<file path="config.mk">
export PLATFORM = sky130hd
export DESIGN_NAME = sdspi_init_seq
export DESIGN_NICKNAME = d
export VERILOG_FILES = /design/src/rtl/sdi_pkg.sv /design/src/rtl/sdi_cmd_engine.sv /design/src/rtl/sdi_seq_ctrl.sv /design/src/rtl/sdspi_init_seq.sv
export SDC_FILE = /design/constraint.sdc
export NUM_CORES = 1
export LEC_CHECK = 0
export ABC_AREA = 1
export BUFFER_PORTS_ARGS = -buffer_cell sky130_fd_sc_hd__buf_2
export CORE_ASPECT_RATIO = 0.75
export CORE_MARGIN = 4
export CORE_UTILIZATION = 60
export DETAILED_ROUTE_END_ITERATION = 12
export PLACE_DENSITY = 0.79
export RECOVER_POWER = 50
export SLEW_MARGIN = 20
export SYNTH_ARGS = -nofsm -noshare
export SYNTH_HDL_FRONTEND = slang
export SYNTH_SLANG_ARGS = --single-unit
</file>
<file path="constraint.sdc">
create_clock -name clk -period 5.55 [get_ports clk]
set_input_delay 1.11 -clock clk [delete_from_list [all_inputs] [get_ports clk]]
set_output_delay 1.11 -clock clk [all_outputs]
set_load 0.01 [all_outputs]
</file>
<file path="src/rtl/sdi_pkg.sv">
package sdi_pkg;

    typedef enum logic [1:0] {
        CARD_FAIL = 2'd0,
        CARD_V1   = 2'd1,
        CARD_V2   = 2'd2
    } card_kind_e;

    typedef enum logic [1:0] {
        EN_IDLE,
        EN_XFER,
        EN_WAIT
    } eng_state_e;

    typedef enum logic [2:0] {
        PH_WAKE,
        PH_CMD,
        PH_POLL,
        PH_EXTRA,
        PH_TAIL
    } eng_phase_e;

    typedef enum logic [3:0] {
        SQ_IDLE,
        SQ_WAKE,
        SQ_RESET,
        SQ_IFCOND,
        SQ_GAP,
        SQ_OCR_PRE,
        SQ_APP,
        SQ_OPCOND,
        SQ_OCR_POST,
        SQ_BLKLEN
    } seq_state_e;

    localparam logic [5:0] IDX_RESET  = 6'd0;
    localparam logic [5:0] IDX_IFCOND = 6'd8;
    localparam logic [5:0] IDX_BLKLEN = 6'd16;
    localparam logic [5:0] IDX_OPCOND = 6'd41;
    localparam logic [5:0] IDX_APP    = 6'd55;
    localparam logic [5:0] IDX_OCR    = 6'd58;

    localparam logic [7:0] CHK_DEFAULT = 8'h95;
    localparam logic [7:0] CHK_IFCOND  = 8'h87;
    localparam logic [7:0] FILL_BYTE   = 8'hFF;
    localparam logic [7:0] ST_IDLE     = 8'h01;
    localparam logic [7:0] ST_IDLE_ILL = 8'h05;
    localparam logic [7:0] ST_READY    = 8'h00;

    localparam logic [31:0] ARG_IFCOND = 32'h0000_01AA;
    localparam logic [31:0] ARG_HCS    = 32'h4000_0000;
    localparam logic [31:0] ARG_BLKLEN = 32'd512;

endpackage

</file>
<file path="src/rtl/sdi_cmd_engine.sv">
module sdi_cmd_engine
    import sdi_pkg::*;
#(
    parameter int WAKE_BYTES = 16,
    parameter int POLL_LIMIT = 16
) (
    input  logic        clk,
    input  logic        rst_n,
    input  logic        req,
    input  logic        req_wake,
    input  logic [5:0]  req_idx,
    input  logic [31:0] req_arg,
    input  logic [2:0]  req_extra,
    output logic        ack,
    output logic [7:0]  status,
    output logic        spi_start,
    output logic [7:0]  spi_tx,
    input  logic [7:0]  spi_rx,
    input  logic        spi_done,
    output logic        spi_cs_n
);

    localparam int CNT_MAX0 = (WAKE_BYTES > POLL_LIMIT) ? WAKE_BYTES : POLL_LIMIT;
    localparam int CNT_MAX  = (CNT_MAX0 > 7) ? CNT_MAX0 : 7;
    localparam int CW       = $clog2(CNT_MAX + 1);

    typedef struct packed {
        eng_state_e   st;
        eng_phase_e   ph;
        logic [CW-1:0] cnt;
        logic [5:0]   idx;
        logic [31:0]  arg;
        logic [2:0]   extra;
        logic [7:0]   status;
        logic         ack;
    } eng_t;

    eng_t eng_d, eng_q;

    always_comb begin
        eng_d     = eng_q;
        eng_d.ack = 1'b0;
        case (eng_q.st)
            EN_IDLE: begin
                if (req) begin
                    eng_d.st    = EN_XFER;
                    eng_d.cnt   = '0;
                    eng_d.idx   = req_idx;
                    eng_d.arg   = req_arg;
                    eng_d.extra = req_extra;
                    eng_d.ph    = req_wake ? PH_WAKE : PH_CMD;
                end
            end
            EN_XFER: eng_d.st = EN_WAIT;
            EN_WAIT: begin
                if (spi_done) begin
                    eng_d.st = EN_XFER;
                    case (eng_q.ph)
                        PH_WAKE: begin
                            if (eng_q.cnt == CW'(WAKE_BYTES - 1)) begin
                                eng_d.st  = EN_IDLE;
                                eng_d.ack = 1'b1;
                            end else begin
                                eng_d.cnt = eng_q.cnt + CW'(1);
                            end
                        end
                        PH_CMD: begin
                            if (eng_q.cnt == CW'(5)) begin
                                eng_d.ph  = PH_POLL;
                                eng_d.cnt = '0;
                            end else begin
                                eng_d.cnt = eng_q.cnt + CW'(1);
                            end
                        end
                        PH_POLL: begin
                            if (!spi_rx[7]) begin
                                eng_d.status = spi_rx;
                                eng_d.cnt    = '0;
                                eng_d.ph     = (eng_q.extra == 3'd0) ? PH_TAIL : PH_EXTRA;
                            end else if (eng_q.cnt == CW'(POLL_LIMIT - 1)) begin
                                eng_d.status = FILL_BYTE;
                                eng_d.ph     = PH_TAIL;
                            end else begin
                                eng_d.cnt = eng_q.cnt + CW'(1);
                            end
                        end
                        PH_EXTRA: begin
                            if (eng_q.cnt == CW'(eng_q.extra) - CW'(1)) begin
                                eng_d.ph = PH_TAIL;
                            end else begin
                                eng_d.cnt = eng_q.cnt + CW'(1);
                            end
                        end
                        default: begin
                            eng_d.st  = EN_IDLE;
                            eng_d.ack = 1'b1;
                        end
                    endcase
                end
            end
            default: eng_d.st = EN_IDLE;
        endcase
    end

    always_ff @(posedge clk or negedge rst_n) begin
        if (!rst_n) begin
            eng_q        <= '0;
            eng_q.st     <= EN_IDLE;
            eng_q.ph     <= PH_WAKE;
            eng_q.status <= FILL_BYTE;
        end else begin
            eng_q <= eng_d;
        end
    end

    always_comb begin
        spi_tx = FILL_BYTE;
        if (eng_q.ph == PH_CMD) begin
            case (eng_q.cnt)
                CW'(0):  spi_tx = {2'b01, eng_q.idx};
                CW'(1):  spi_tx = eng_q.arg[31:24];
                CW'(2):  spi_tx = eng_q.arg[23:16];
                CW'(3):  spi_tx = eng_q.arg[15:8];
                CW'(4):  spi_tx = eng_q.arg[7:0];
                default: spi_tx = (eng_q.idx == IDX_IFCOND) ? CHK_IFCOND : CHK_DEFAULT;
            endcase
        end
    end

    assign spi_start = (eng_q.st == EN_XFER);
    assign spi_cs_n  = !((eng_q.st != EN_IDLE) &&
                         ((eng_q.ph == PH_CMD) || (eng_q.ph == PH_POLL) || (eng_q.ph == PH_EXTRA)));
    assign ack       = eng_q.ack;
    assign status    = eng_q.status;

endmodule

</file>
<file path="src/rtl/sdi_seq_ctrl.sv">
module sdi_seq_ctrl
    import sdi_pkg::*;
#(
    parameter int ATTEMPT_LIMIT = 5000,
    parameter int GAP_CYCLES    = 50000
) (
    input  logic        clk,
    input  logic        rst_n,
    input  logic        start,
    input  logic        eng_ack,
    input  logic [7:0]  eng_status,
    output logic        eng_req,
    output logic        eng_wake,
    output logic [5:0]  eng_idx,
    output logic [31:0] eng_arg,
    output logic [2:0]  eng_extra,
    output logic        busy,
    output logic        done,
    output logic        error,
    output logic [1:0]  card_type,
    output logic        fast
);

    localparam int AW = $clog2(ATTEMPT_LIMIT + 1);
    localparam int GW = $clog2(GAP_CYCLES + 1);

    typedef struct packed {
        seq_state_e   st;
        logic         issued;
        logic         v2;
        logic [AW-1:0] attempts;
        logic [GW-1:0] gap;
        logic         busy;
        logic         done;
        logic         error;
        card_kind_e   kind;
        logic         fast;
    } seq_t;

    seq_t sq_d, sq_q;

    always_comb begin
        sq_d      = sq_q;
        sq_d.done = 1'b0;
        if (sq_q.st == SQ_IDLE) begin
            if (start) begin
                sq_d.st       = SQ_WAKE;
                sq_d.busy     = 1'b1;
                sq_d.error    = 1'b0;
                sq_d.kind     = CARD_FAIL;
                sq_d.fast     = 1'b0;
                sq_d.attempts = '0;
                sq_d.issued   = 1'b0;
                sq_d.v2       = 1'b0;
            end
        end else if (sq_q.st == SQ_GAP) begin
            if (sq_q.gap == GW'(GAP_CYCLES - 1)) begin
                sq_d.st = SQ_OCR_PRE;
            end else begin
                sq_d.gap = sq_q.gap + GW'(1);
            end
        end else if (!sq_q.issued) begin
            sq_d.issued = 1'b1;
        end else if (eng_ack) begin
            sq_d.issued = 1'b0;
            case (sq_q.st)
                SQ_WAKE:  sq_d.st = SQ_RESET;
                SQ_RESET: begin
                    if (eng_status == ST_IDLE) sq_d.st = SQ_IFCOND;
                    else                       sq_d.st = SQ_IDLE;
                end
                SQ_IFCOND: begin
                    if (eng_status == ST_IDLE) begin
                        sq_d.v2  = 1'b1;
                        sq_d.gap = '0;
                        sq_d.st  = SQ_GAP;
                    end else if (eng_status == ST_IDLE_ILL) begin
                        sq_d.st = SQ_APP;
                    end else begin
                        sq_d.st = SQ_IDLE;
                    end
                end
                SQ_OCR_PRE: sq_d.st = SQ_APP;
                SQ_APP:     sq_d.st = SQ_OPCOND;
                SQ_OPCOND: begin
                    if (eng_status == ST_READY) begin
                        sq_d.st = sq_q.v2 ? SQ_OCR_POST : SQ_BLKLEN;
                    end else if (sq_q.attempts == AW'(ATTEMPT_LIMIT - 1)) begin
                        sq_d.st = SQ_IDLE;
                    end else begin
                        sq_d.attempts = sq_q.attempts + AW'(1);
                        sq_d.gap      = '0;
                        sq_d.st       = sq_q.v2 ? SQ_GAP : SQ_APP;
                    end
                end
                SQ_OCR_POST: sq_d.st = SQ_BLKLEN;
                default: begin
                    if (eng_status == ST_READY) begin
                        sq_d.st   = SQ_IDLE;
                        sq_d.busy = 1'b0;
                        sq_d.done = 1'b1;
                        sq_d.fast = 1'b1;
                        sq_d.kind = sq_q.v2 ? CARD_V2 : CARD_V1;
                    end else begin
                        sq_d.st = SQ_IDLE;
                    end
                end
            endcase
            if (sq_d.st == SQ_IDLE && !sq_d.done) begin
                sq_d.busy  = 1'b0;
                sq_d.done  = 1'b1;
                sq_d.error = 1'b1;
                sq_d.kind  = CARD_FAIL;
            end
        end
    end

    always_ff @(posedge clk or negedge rst_n) begin
        if (!rst_n) begin
            sq_q      <= '0;
            sq_q.st   <= SQ_IDLE;
            sq_q.kind <= CARD_FAIL;
        end else begin
            sq_q <= sq_d;
        end
    end

    always_comb begin
        eng_idx   = IDX_RESET;
        eng_arg   = '0;
        eng_extra = 3'd0;
        case (sq_q.st)
            SQ_IFCOND: begin
                eng_idx   = IDX_IFCOND;
                eng_arg   = ARG_IFCOND;
                eng_extra = 3'd4;
            end
            SQ_OCR_PRE, SQ_OCR_POST: begin
                eng_idx   = IDX_OCR;
                eng_extra = 3'd4;
            end
            SQ_APP: eng_idx = IDX_APP;
            SQ_OPCOND: begin
                eng_idx = IDX_OPCOND;
                eng_arg = sq_q.v2 ? ARG_HCS : 32'd0;
            end
            SQ_BLKLEN: begin
                eng_idx = IDX_BLKLEN;
                eng_arg = ARG_BLKLEN;
            end
            default: ;
        endcase
    end

    assign eng_req   = (sq_q.st != SQ_IDLE) && (sq_q.st != SQ_GAP) && !sq_q.issued;
    assign eng_wake  = (sq_q.st == SQ_WAKE);
    assign busy      = sq_q.busy;
    assign done      = sq_q.done;
    assign error     = sq_q.error;
    assign card_type = sq_q.kind;
    assign fast      = sq_q.fast;

endmodule

</file>
<file path="src/rtl/sdspi_init_seq.sv">
module sdspi_init_seq #(
    parameter int WAKE_BYTES    = 16,
    parameter int POLL_LIMIT    = 5000,
    parameter int ATTEMPT_LIMIT = 5000,
    parameter int GAP_CYCLES    = 50000
) (
    input  logic       clk,
    input  logic       rst_n,
    input  logic       start,
    output logic       busy,
    output logic       done,
    output logic       error,
    output logic [1:0] card_type,
    output logic       spi_start,
    output logic [7:0] spi_tx,
    input  logic [7:0] spi_rx,
    input  logic       spi_done,
    output logic       spi_cs_n,
    output logic       spi_fast
);

    logic        eng_req;
    logic        eng_wake;
    logic [5:0]  eng_idx;
    logic [31:0] eng_arg;
    logic [2:0]  eng_extra;
    logic        eng_ack;
    logic [7:0]  eng_status;

    sdi_seq_ctrl #(
        .ATTEMPT_LIMIT (ATTEMPT_LIMIT),
        .GAP_CYCLES    (GAP_CYCLES)
    ) u_ctrl (
        .clk        (clk),
        .rst_n      (rst_n),
        .start      (start),
        .eng_ack    (eng_ack),
        .eng_status (eng_status),
        .eng_req    (eng_req),
        .eng_wake   (eng_wake),
        .eng_idx    (eng_idx),
        .eng_arg    (eng_arg),
        .eng_extra  (eng_extra),
        .busy       (busy),
        .done       (done),
        .error      (error),
        .card_type  (card_type),
        .fast       (spi_fast)
    );

    sdi_cmd_engine #(
        .WAKE_BYTES (WAKE_BYTES),
        .POLL_LIMIT (POLL_LIMIT)
    ) u_engine (
        .clk       (clk),
        .rst_n     (rst_n),
        .req       (eng_req),
        .req_wake  (eng_wake),
        .req_idx   (eng_idx),
        .req_arg   (eng_arg),
        .req_extra (eng_extra),
        .ack       (eng_ack),
        .status    (eng_status),
        .spi_start (spi_start),
        .spi_tx    (spi_tx),
        .spi_rx    (spi_rx),
        .spi_done  (spi_done),
        .spi_cs_n  (spi_cs_n)
    );

endmodule

</file>
==> results.json, run 1 <==
{
  "run_status": "complete, no violations",
  "clock_tree.buffer_depth": 2,
  "htreeDepth": 3,
  "ys_dominant_reg_cell": "sky130_fd_sc_hd__dfrtp_1",
  "floorplan_die_width_um": 114,
  "nNetsFinal": 750,
  "post_cts_resize_count": 0,
  "placed_cell_count": 825,
  "wl_met1_um": 6070,
  "detail_route.first_pass.iterations": 5,
  "synth_seq_area_share": 0.390,
  "tritoncts": "built",
  "grt_first_pass_wirelength_um": 21100,
  "min_path_cells": 2,
  "grt_use_total": 0.268,
  "cts_hold_buf": 0,
  "vias": 4751,
  "topRoutingLayerUsed": "met4",
  "vdd.ir_drop.worst_uv": 128,
  "final_layout_size_suffix_gt1_frac": 0.121,
  "min-delay-start": "u_ctrl.busy$_DFFE_PN0P_",
  "fmax_ghz": 0.303,
  "crit-reg2reg-capture": "u_engine.eng_q[62]$_DFFE_PN0P_",
  "report.final.hold_viol_count": 0,
  "regToRegStartpoint": "u_ctrl.sq_q[37]$_DFFE_PN0P_",
  "min_delay_worst_endpoint": "u_ctrl.busy$_DFFE_PN0P_",
  "avgRoutedWirePerCell_um": 14.6,
  "cp_data_required_time_ps": 4440,
  "timing.clock.skew_ps": 10.9,
  "r2r_cells": 12,
  "p_comb_frac": 0.052,
  "worstMarginPinSlew_ps": 1220,
  "dieArea_um2": 9930,
  "arrival_worst_endpoint_ps": 2190,
  "fin_cells": 842,
  "postCtsSetupRepairBufs": 0,
  "design.portCount": 28,
  "yosysWarnings": 0,
  "vias_in_the_first_global_route": 4360,
  "hold_class": "register to register",
  "timing.critical_path.from_type": "register",
  "synth_area_leader_cell": "sky130_fd_sc_hd__dfrtp_1",
  "static_power_due_to_leakage_uw": 0.00250,
  "drt-initial-drc-count": 456,
  "switching_power_summed_over_all_nets_uw": 261,
  "grt_max_degree": 79,
  "grt_antenna_before_repair": 0,
  "antenna_cells_inserted": 0,
  "syn-num-nets": 725,
  "post_synth_main_area_contributors": "sky130_fd_sc_hd__dfrtp_1 (35%), sky130_fd_sc_hd__nand2_1 (14%), sky130_fd_sc_hd__inv_1 (6.3%), sky130_fd_sc_hd__nor2_1 (5.4%), sky130_fd_sc_hd__nand3_1 (4.9%)",
  "period_share": 0.594,
  "critPathMaxFanout": 7,
  "clk_pin_slew_worst_paths_ps": 90,
  "num-fill-cells": 713,
  "power_per_standard_cell_area_nw_per_um2": 192,
  "synth.distinct_cells": 46,
  "postRouteWirelength_um": 12300,
  "power.internal_uw": 773,
  "sequential_cell_area_um2": 1960,
  "seqPwrFrac": 0.557,
  "power.clock.fraction": 0.391,
  "wl_met3_um": 927,
  "power.share.switching": 0.253,
  "globalplace.congestion": 0.963,
  "post_synth_instance_area_um2": 5030,
  "slew_headroom": 0.184,
  "syn_avg_cell_area_um2": 7.11,
  "detail_route.vias_per_cell": 5.64,
  "element_type_at_the_critical_path_end": "output port",
  "cts.root.buffer_cell": "sky130_fd_sc_hd__clkbuf_8",
  "timing_worst_setup_path_type": "register to output port",
  "final_antenna_net_count": 0,
  "setup-tns-final_ps": 0,
  "max-cap-violations": 0,
  "area_growth_syn_to_layout_pct": 7.14,
  "placeableCoreArea_um2": 8020,
  "floorplan.initialDensity": 0.627,
  "totalPowerFinal_uw": 1030,
  "drc_errors": 0,
  "numCtsBuffers": 9,
  "clock_latency_late_sink_ps": 360,
  "cts.sink_count": 78,
  "chipHeight_um": 87.3,
  "multiInputGateArea_um2": 2580,
  "period_minus_slack_ps": 3300,
  "grt_setup_unrepaired": "no",
  "gr-total-overflow": 0,
  "final_max_slew_viol_count": 0,
  "synth-async-reset-ratio": 1.00,
  "buffer_ports.inserted": 27,
  "dp.final_hpwl_um": 9280,
  "r2r_setup_slack_ps": 2800,
  "synth_top_area_frac": 0.348,
  "postSynthRegisterBits": 78,
  "netlist_instances": 707,
  "setup_viol": 0,
  "rows": 28,
  "synth_enable_flop_cells": 0,
  "synth.top_cells.by_count": "sky130_fd_sc_hd__nand2_1 (191), sky130_fd_sc_hd__inv_1 (84), sky130_fd_sc_hd__nor2_1 (73)",
  "wl_met2_um": 5160,
  "synth.most_common_cell": "sky130_fd_sc_hd__nand2_1"
}
-- power by group through the flow --
stage | clock (uW) | combinational [uW] | sequential (uW)
final | 404 | 53.7 | 576
after global routing | 439 | 61.6 | 577
after CTS | 413 | 51.6 | 576
after detailed placement | 0 | 51.6 | 587
after global placement | 0 | 50.4 | 587
after floorplan | 0 | 29.0 | 586
-- cells in the final DEF (no fill, tap or decap), drive strengths merged, types with 2 or more instances in the layout --
| master | Yosys | routed |
|---|---|---|
| dfrtp | 70 | 70 |
| inv | 94 | 94 |
| o21ai | 41 | 41 |
| clkinv | 1 | 4 |
| o31ai | 2 | 2 |
| clkbuf | 4 | 12 |
| xor2 | 13 | 13 |
| nand3 | 51 | 51 |
| nor3 | 30 | 30 |
| o22ai | 4 | 4 |
| xnor2 | 4 | 4 |
| a311oi | 7 | 7 |
| dfstp | 8 | 8 |
| nand3b | 3 | 3 |
| clkinvlp | 0 | 2 |
| buf | 11 | 28 |
| or2 | 6 | 6 |
| ha | 6 | 6 |
| a21oi | 33 | 33 |
| nand4 | 17 | 17 |
| nor2 | 85 | 85 |
| o311ai | 2 | 2 |
| nand2 | 198 | 198 |
| a31oi | 5 | 5 |
| nor4 | 3 | 3 |
-- routing by layer --
layer	track usage	up-vias
met5	0	-
met4	0.0742	0
met3	0.0715	14
met2	0.380	153
met1	0.401	2226
li1	-	2358
-- worst max path at each step --
stage | endpoint | slack [ps] | from
after floorplan | spi_tx[1] | 2910 | u_engine.eng_q[53]$_DFFE_PN0P_
after global placement | spi_tx[1] | 2730 | u_engine.eng_q[53]$_DFFE_PN0P_
after detailed placement | spi_tx[1] | 2710 | u_engine.eng_q[53]$_DFFE_PN0P_
after CTS | spi_tx[1] | 2290 | u_engine.eng_q[53]$_DFFE_PN0P_
after global routing | spi_tx[1] | 2060 | u_engine.eng_q[53]$_DFFE_PN0P_
final | spi_tx[1] | 2250 | u_engine.eng_q[53]$_DFFE_PN0P_
-- metrics by stage --
stage | setup WS, ps | area [um2] | util | hold slack (ps)
after global placement | 2730 | 5200 | 0.649 | 451
final | 2250 | 5390 | 0.672 | 470
after global routing | 2060 | 5390 | 0.672 | 499
after CTS | 2290 | 5390 | 0.672 | 475
after detailed placement | 2710 | 5200 | 0.649 | 454
after floorplan | 2910 | 5030 | - | 442
-- sequential cells by signal, summed over array words and instances (netlist names) --
signal,count
u_ctrl.sq_q,35
u_ctrl.error,1
u_ctrl.done,1
u_ctrl.busy,1
u_engine.status,8
u_engine.ack,1
u_ctrl.fast,1
u_engine.eng_q,28
u_ctrl.card_type,2
-- kinds of logic (layout without fill, tap and decap cells) --
logic type | count (synthesis) | in the layout | share of synthesized area
and+or+nand+nor | 394 | 394 | 0.352
buffers and inverters | 110 | 140 | 0.0910
AOI/OAI and AO/OA | 102 | 102 | 0.122
DFF | 78 | 78 | 0.390
xor gates and xnor gates | 17 | 17 | 0.0296
adders and majority gates | 6 | 6 | 0.0149
-- cell type report --
class,instances,share of cell area
Clock buffer,11,0.0281
Inverter,95,0.0662
Timing Repair Buffer,29,0.0313
Multi-Input combinational cell,519,0.480
Tap cell,105,0.0244
Clock inverter,5,0.00627
Sequential cell,78,0.364
-- worst max-delay path: stages (launching register included) --
cell and delay [ps]:
sky130_fd_sc_hd__dfrtp_1 490, sky130_fd_sc_hd__nor2_1 330, sky130_fd_sc_hd__o21ai_0 200, sky130_fd_sc_hd__nand3_1 100, sky130_fd_sc_hd__nand2_1 100, sky130_fd_sc_hd__nor2_1 190
sky130_fd_sc_hd__nand2_1 90, sky130_fd_sc_hd__o22a_1 180, sky130_fd_sc_hd__buf_2 140
Note: power is estimated with default switching activity, not from simulation.
==> inputs of run 2 (changes only) <==
--- a/config.mk
+++ b/config.mk
@@ -5,7 +5,7 @@
 export SDC_FILE = /design/constraint.sdc
 export NUM_CORES = 1
 export LEC_CHECK = 0
-export ABC_AREA = 1
+export ABC_AREA = 0
 export BUFFER_PORTS_ARGS = -buffer_cell sky130_fd_sc_hd__buf_2
 export CORE_ASPECT_RATIO = 0.75
 export CORE_MARGIN = 4
==> constraint.sdc (replaced) <==
create_clock -name clk -period 3.2 [get_ports clk]
set_input_delay 0.64 -clock clk [delete_from_list [all_inputs] [get_ports clk]]
set_output_delay 0.64 -clock clk [all_outputs]
set_load 0.01 [all_outputs]
==> results.json, run 2 <==
{
  "htreeDepth": 3,
  "synth.top_cells.by_count": "sky130_fd_sc_hd__dfrtp_1 (70), sky130_fd_sc_hd__nand2_1 (58), sky130_fd_sc_hd__nor2_1 (57)",
  "globalplace.congestion": 1.02,
  "static_power_due_to_leakage_uw": 0.00200,
  "report.final.hold_viol_count": 0,
  "dieArea_um2": 9060,
  "run_status": "complete, no violations",
  "period_share": 0.960,
  "final_max_slew_viol_count": 0,
  "r2r_setup_slack_ps": 550,
  "synth_top_area_frac": 0.385,
  "detail_route.first_pass.iterations": 6,
  "post_synth_main_area_contributors": "sky130_fd_sc_hd__dfrtp_1 (38%), sky130_fd_sc_hd__nand2_1 (4.8%), sky130_fd_sc_hd__nor2_1 (4.7%), sky130_fd_sc_hd__dfstp_2 (4.6%), sky130_fd_sc_hd__a21oi_1 (4.0%)",
  "cts.root.buffer_cell": "sky130_fd_sc_hd__clkbuf_8",
  "postSynthRegisterBits": 78,
  "floorplan.initialDensity": 0.618,
  "ys_dominant_reg_cell": "sky130_fd_sc_hd__dfrtp_1",
  "timing.clock.skew_ps": 8.92,
  "synth_seq_area_share": 0.431,
  "vias_in_the_first_global_route": 3696,
  "postCtsSetupRepairBufs": 0,
  "syn-num-nets": 545,
  "final_antenna_net_count": 0,
  "cts.sink_count": 78,
  "rows": 27,
  "design.portCount": 28,
  "postRouteWirelength_um": 10900,
  "gr-total-overflow": 0,
  "clk_pin_slew_worst_paths_ps": 80,
  "dp.final_hpwl_um": 7760,
  "grt_first_pass_wirelength_um": 18200,
  "element_type_at_the_critical_path_end": "output port",
  "setup-tns-final_ps": 0,
  "setup_viol": 0,
  "layout_common_cells": "sky130_fd_sc_hd__dfrtp_1 (70), sky130_fd_sc_hd__nand2_1 (58), sky130_fd_sc_hd__nor2_1 (57)",
  "period_minus_slack_ps": 3070,
  "tritoncts": "built",
  "crit_start": "u_engine.eng_q[54]$_DFFE_PN0P_",
  "detail_route.vias_per_cell": 6.50,
  "worstSetupEndpoint": "spi_tx[4]",
  "synth-async-reset-ratio": 1.00,
  "placeableCoreArea_um2": 7360,
  "power_per_standard_cell_area_nw_per_um2": 621,
  "floorplan_die_width_um": 109,
  "cts_hold_buf": 0,
  "final_common_cell": "sky130_fd_sc_hd__dfrtp_1",
  "vdd.ir_drop.worst_uv": 333,
  "final_layout_size_suffix_gt1_frac": 0.119,
  "fmax_ghz": 0.326,
  "netlist_instances": 527,
  "hold_class": "register to register",
  "buffer_ports.inserted": 27,
  "crit-reg2reg-capture": "u_ctrl.sq_q[16]$_DFFE_PN0P_",
  "numCtsBuffers": 9,
  "grt_setup_unrepaired": "no",
  "vias": 4273,
  "grt_antenna_before_repair": 0,
  "drt-initial-drc-count": 422,
  "antenna_cells_inserted": 0,
  "whs_ps": 514,
  "registers_with_the_most_flip_flops": "u_ctrl.sq_q: 35 flops, u_engine.eng_q: 28 flops, u_engine.status: 8 flops",
  "syn_avg_cell_area_um2": 8.64,
  "num-fill-cells": 614,
  "grt_max_degree": 79,
  "chipHeight_um": 83.5,
  "most_flops_register": "u_ctrl.sq_q",
  "nNetsFinal": 569,
  "max-cap-violations": 0,
  "yosysWarnings": 0,
  "synth.most_common_cell": "sky130_fd_sc_hd__dfrtp_1",
  "post_cts_resize_count": 0,
  "drc_errors": 0,
  "synth_area_leader_cell": "sky130_fd_sc_hd__dfrtp_1",
  "largest_reg_flops": 35,
  "synth.distinct_cells": 64,
  "r2r_cells": 6,
  "worstMarginPinSlew_ps": 1310,
  "regToRegStartpoint": "u_engine.status[0]$_DFFE_PN1P_",
  "avgRoutedWirePerCell_um": 16.6,
  "arrival_worst_endpoint_ps": 2430,
  "synth_enable_flop_cells": 0,
  "timing_worst_setup_path_type": "register to output port",
  "critPathMaxFanout": 7,
  "cp_data_required_time_ps": 2560,
  "grt_use_total": 0.248,
  "timing.critical_path.from_type": "register",
  "area_growth_syn_to_layout_pct": 8.98,
  "clock_latency_late_sink_ps": 350,
  "slew_headroom": 0.130,
  "post_synth_instance_area_um2": 4550,
  "clock_tree.buffer_depth": 2
}
[run 2: report_power, final]
| group | leakage, uW | total, uW | internal [uW] | switching (uW) |
|---|---|---|---|---|
| combinational | 0.000923 | 970 | 373 | 597 |
| clock | 0.0000992 | 771 | 406 | 365 |
| sequential | 0.000976 | 1340 | 1150 | 192 |
| total | 0.00200 | 3080 | 1930 | 1150 |
[run 2: worst min path at each step]
stage                                        start                              to  slack, ps  cells past startpoint
floorplan                                    rst_n         u_ctrl.busy$_DFFE_PN0P_        340                      0
global placement           u_ctrl.busy$_DFFE_PN0P_         u_ctrl.busy$_DFFE_PN0P_        480                      2
detailed placement  u_engine.eng_q[42]$_DFFE_PN0P_  u_engine.eng_q[42]$_DFFE_PN0P_        500                      2
CTS                                          rst_n  u_engine.eng_q[52]$_DFFE_PN0P_        480                      1
global route                             spi_rx[1]  u_engine.status[1]$_DFFE_PN1P_        520                      2
finish                     u_ctrl.busy$_DFFE_PN0P_         u_ctrl.busy$_DFFE_PN0P_        510                      2
[run 2: logic make-up (layout without fill, tap and decap cells)]
group | after synthesis | after routing | synth area share
buffers and inverters | 37 | 66 | 0.0374
flip-flops | 78 | 78 | 0.431
AO/OA/AOI/OAI | 156 | 156 | 0.221
AND/OR/NAND/NOR | 242 | 242 | 0.277
XOR/XNOR | 3 | 3 | 0.00577
adder cells (fa/ha/maj) | 6 | 6 | 0.0165
multiplexers | 5 | 5 | 0.0115
[run 2: cell type report]
cell class              count  area [um2]  area share
flip-flops and latches     78        1960       0.395
clock buffers              12         155      0.0313
clock inverters             4        53.8      0.0108
repair buffers             36         191      0.0386
inverters                  14        52.6      0.0106
multi-input cells         412        2420       0.488
well taps                 101         126      0.0255
[run 2: worst max-delay path, cell delays in order (launching register included)]
cell and delay, ps:
sky130_fd_sc_hd__dfrtp_1 440, sky130_fd_sc_hd__or4_4 580, sky130_fd_sc_hd__nor2_2 260, sky130_fd_sc_hd__nand2_1 170, sky130_fd_sc_hd__nor2_1 190, sky130_fd_sc_hd__o21ai_0 100
sky130_fd_sc_hd__a31o_2 220, sky130_fd_sc_hd__buf_2 130
[run 2: metal layers]
layer	share of wire	global-route usage
met2	0.41	0.327
met5	0	0
met3	0.11	0.0534
met4	0.012	0.0619
met1	0.46	0.407
[run 2: through the flow]
step | worst slack [ps] | util | area, um2 | cells | total power (uW)
5_1_grt | 1.06 | 0.674 | 4960 | 657 | 3270
3_3_place_gp | 587 | 0.646 | 4760 | 640 | 2280
2_1_floorplan | 783 | - | 4550 | 527 | 2000
6_report | 129 | 0.674 | 4960 | 657 | 3080
3_5_place_dp | 501 | 0.646 | 4760 | 640 | 2310
4_1_cts | 125 | 0.675 | 4970 | 656 | 3080
==> inputs of run 3 (changes only) <==
--- a/config.mk
+++ b/config.mk
@@ -13,6 +13,7 @@
 export DETAILED_ROUTE_END_ITERATION = 12
 export PLACE_DENSITY = 0.79
 export RECOVER_POWER = 50
+export SETUP_SLACK_MARGIN = 0.2
 export SLEW_MARGIN = 20
 export SYNTH_ARGS = -nofsm -noshare
 export SYNTH_HDL_FRONTEND = slang
==> results.json, run 3 (synthesis gave the netlist of run 2 again) <==
{
  "run_status": "complete, no violations",
  "placed_cell_count": 640,
  "timing.critical_path.slowest_cell_delay_ps": 590,
  "grt_max_degree": 79,
  "antenna_cells_inserted": 0,
  "floorplan.initialDensity": 0.618,
  "report.final.hold_viol_count": 0,
  "detail_route.vias_per_cell": 6.53,
  "numCtsBuffers": 9,
  "place_ws_ps": 501,
  "detail_route.first_pass.iterations": 6,
  "period_minus_slack_ps": 2920,
  "cp_data_required_time_ps": 2560,
  "registers_with_the_most_flip_flops": "u_ctrl.sq_q: 35 flops, u_engine.eng_q: 28 flops, u_engine.status: 8 flops",
  "cts.sink_count": 78,
  "postRouteWirelength_um": 10900,
  "finalWorstSetupSlack_ps": 283,
  "htreeDepth": 3,
  "grt_use_total": 0.248,
  "grt_setup_unrepaired": "no",
  "hold_class": "register to register",
  "clock_tree.buffer_depth": 2,
  "final_max_slew_viol_count": 0,
  "timing.critical_path.from_type": "register",
  "tritoncts": "built",
  "vias": 4300,
  "placeableCoreArea_um2": 7360,
  "largest_reg_flops": 35,
  "avgRoutedWirePerCell_um": 16.5,
  "final_common_cell": "sky130_fd_sc_hd__dfrtp_1",
  "gr-total-overflow": 0,
  "area_growth_syn_to_layout_pct": 9.23,
  "power_per_standard_cell_area_nw_per_um2": 621,
  "globalplace.congestion": 1.02,
  "timing.clock.skew_ps": 10.0,
  "element_type_at_the_critical_path_end": "output port",
  "drc_errors": 0,
  "floorplan_die_width_um": 109,
  "period_share": 0.912,
  "design.portCount": 28,
  "dp.final_hpwl_um": 7760,
  "nNetsFinal": 570,
  "layout_common_cells": "sky130_fd_sc_hd__dfrtp_1 (70), sky130_fd_sc_hd__nand2_1 (58), sky130_fd_sc_hd__nor2_1 (56)",
  "critical_path.n_buffers_inverters": 1,
  "clk_pin_slew_worst_paths_ps": 80,
  "final_antenna_net_count": 0,
  "crit_path_top_delay_cell": "sky130_fd_sc_hd__or4_4",
  "rows": 27,
  "critPathMaxFanout": 7,
  "grt_antenna_before_repair": 0,
  "slew_headroom": 0.127,
  "vdd.ir_drop.worst_uv": 335,
  "drt-initial-drc-count": 491,
  "fin_cells": 658,
  "static_power_due_to_leakage_uw": 0.00200,
  "path_delay_family": "simple AND/OR/NAND/NOR gates",
  "grt_first_pass_wirelength_um": 18200,
  "num-fill-cells": 610,
  "worstMarginPinSlew_ps": 1310,
  "arrival_worst_endpoint_ps": 2280,
  "fmax_ghz": 0.343,
  "buffer_ports.inserted": 27,
  "clock_latency_late_sink_ps": 350,
  "cts.root.buffer_cell": "sky130_fd_sc_hd__clkbuf_8",
  "timing_worst_setup_path_type": "register to output port",
  "chipHeight_um": 83.5,
  "max-cap-violations": 0,
  "setup_viol": 0,
  "dieArea_um2": 9060,
  "setup-tns-final_ps": 0,
  "worstPathCellList": "or4_4 > nor2_4 > nand2_1 > nor2_2 > o21ai_0 > a31o_2 > buf_2",
  "vias_in_the_first_global_route": 3698,
  "final_layout_size_suffix_gt1_frac": 0.120,
  "most_flops_register": "u_ctrl.sq_q"
}
run 3: cell count changes in the layout (fill, tap and decap cells not counted), sizes merged:
cell    change
clkbuf      +1
run 3: through the flow:
stage	total power (uW)	util	cell area (um2)	hold slack, ps
after floorplan	2000	-	4550	344
after global placement	2280	0.646	4760	476
after detailed placement	2310	0.646	4760	498
after CTS	3080	0.676	4970	478
after global routing	3270	0.676	4970	521
final	3090	0.676	4970	514
run 3: final cells by class:
type / count / area (um2) / share of cell area
multi-input cells: 412 / 2430 / 0.488
flip-flops and latches: 78 / 1960 / 0.394
repair buffers: 37 / 195 / 0.0392
clock buffers: 12 / 155 / 0.0312
well taps: 101 / 126 / 0.0254
clock inverters: 4 / 53.8 / 0.0108
inverters: 14 / 52.6 / 0.0106
run 3: tightest hold or removal path: stages (launching register included):
cell and delay [ps]:
sky130_fd_sc_hd__dfrtp_1 350, sky130_fd_sc_hd__nor2_1 50, sky130_fd_sc_hd__nor2_1 80
run 3: path summary, 6_finish.rpt:
check	startpoint	to	slack (ps)	depth (start not counted)
max in group asynchronous	rst_n	u_ctrl.sq_q[36]$_DFFE_PN0P_	710	2
hold / removal	u_ctrl.busy$_DFFE_PN0P_	u_ctrl.busy$_DFFE_PN0P_	510	2
setup reg to reg	u_ctrl.sq_q[38]$_DFFE_PN0P_	u_engine.eng_q[64]$_DFFE_PN0P_	530	7
min in group asynchronous	rst_n	u_engine.eng_q[52]$_DFFE_PN0P_	550	1
hold reg to reg	u_ctrl.busy$_DFFE_PN0P_	u_ctrl.busy$_DFFE_PN0P_	510	2
setup / recovery	u_engine.eng_q[54]$_DFFE_PN0P_	spi_tx[4]	280	7
run 3: report_power, final:
part | internal [uW] | total [uW] | switching [uW]
sequential | 1150 | 1340 | 190
clock | 406 | 772 | 366
combinational | 373 | 975 | 602
run 3: timing repair:
action,CTS,global route
endpoints found under the setup margin,3,4
pin swaps,0,1
gates resized for setup,1,1
buffers inserted,0,1
hold buffers,0,0
run 3: metal layers:
metal / vias to the layer above / share of wire / track usage
met5: - / 0 / 0
met4: 0 / 0.013 / 0.0619
met3: 24 / 0.11 / 0.0534
met2: 244 / 0.41 / 0.327
met1: 2016 / 0.46 / 0.407
li1: 2016 / - / -
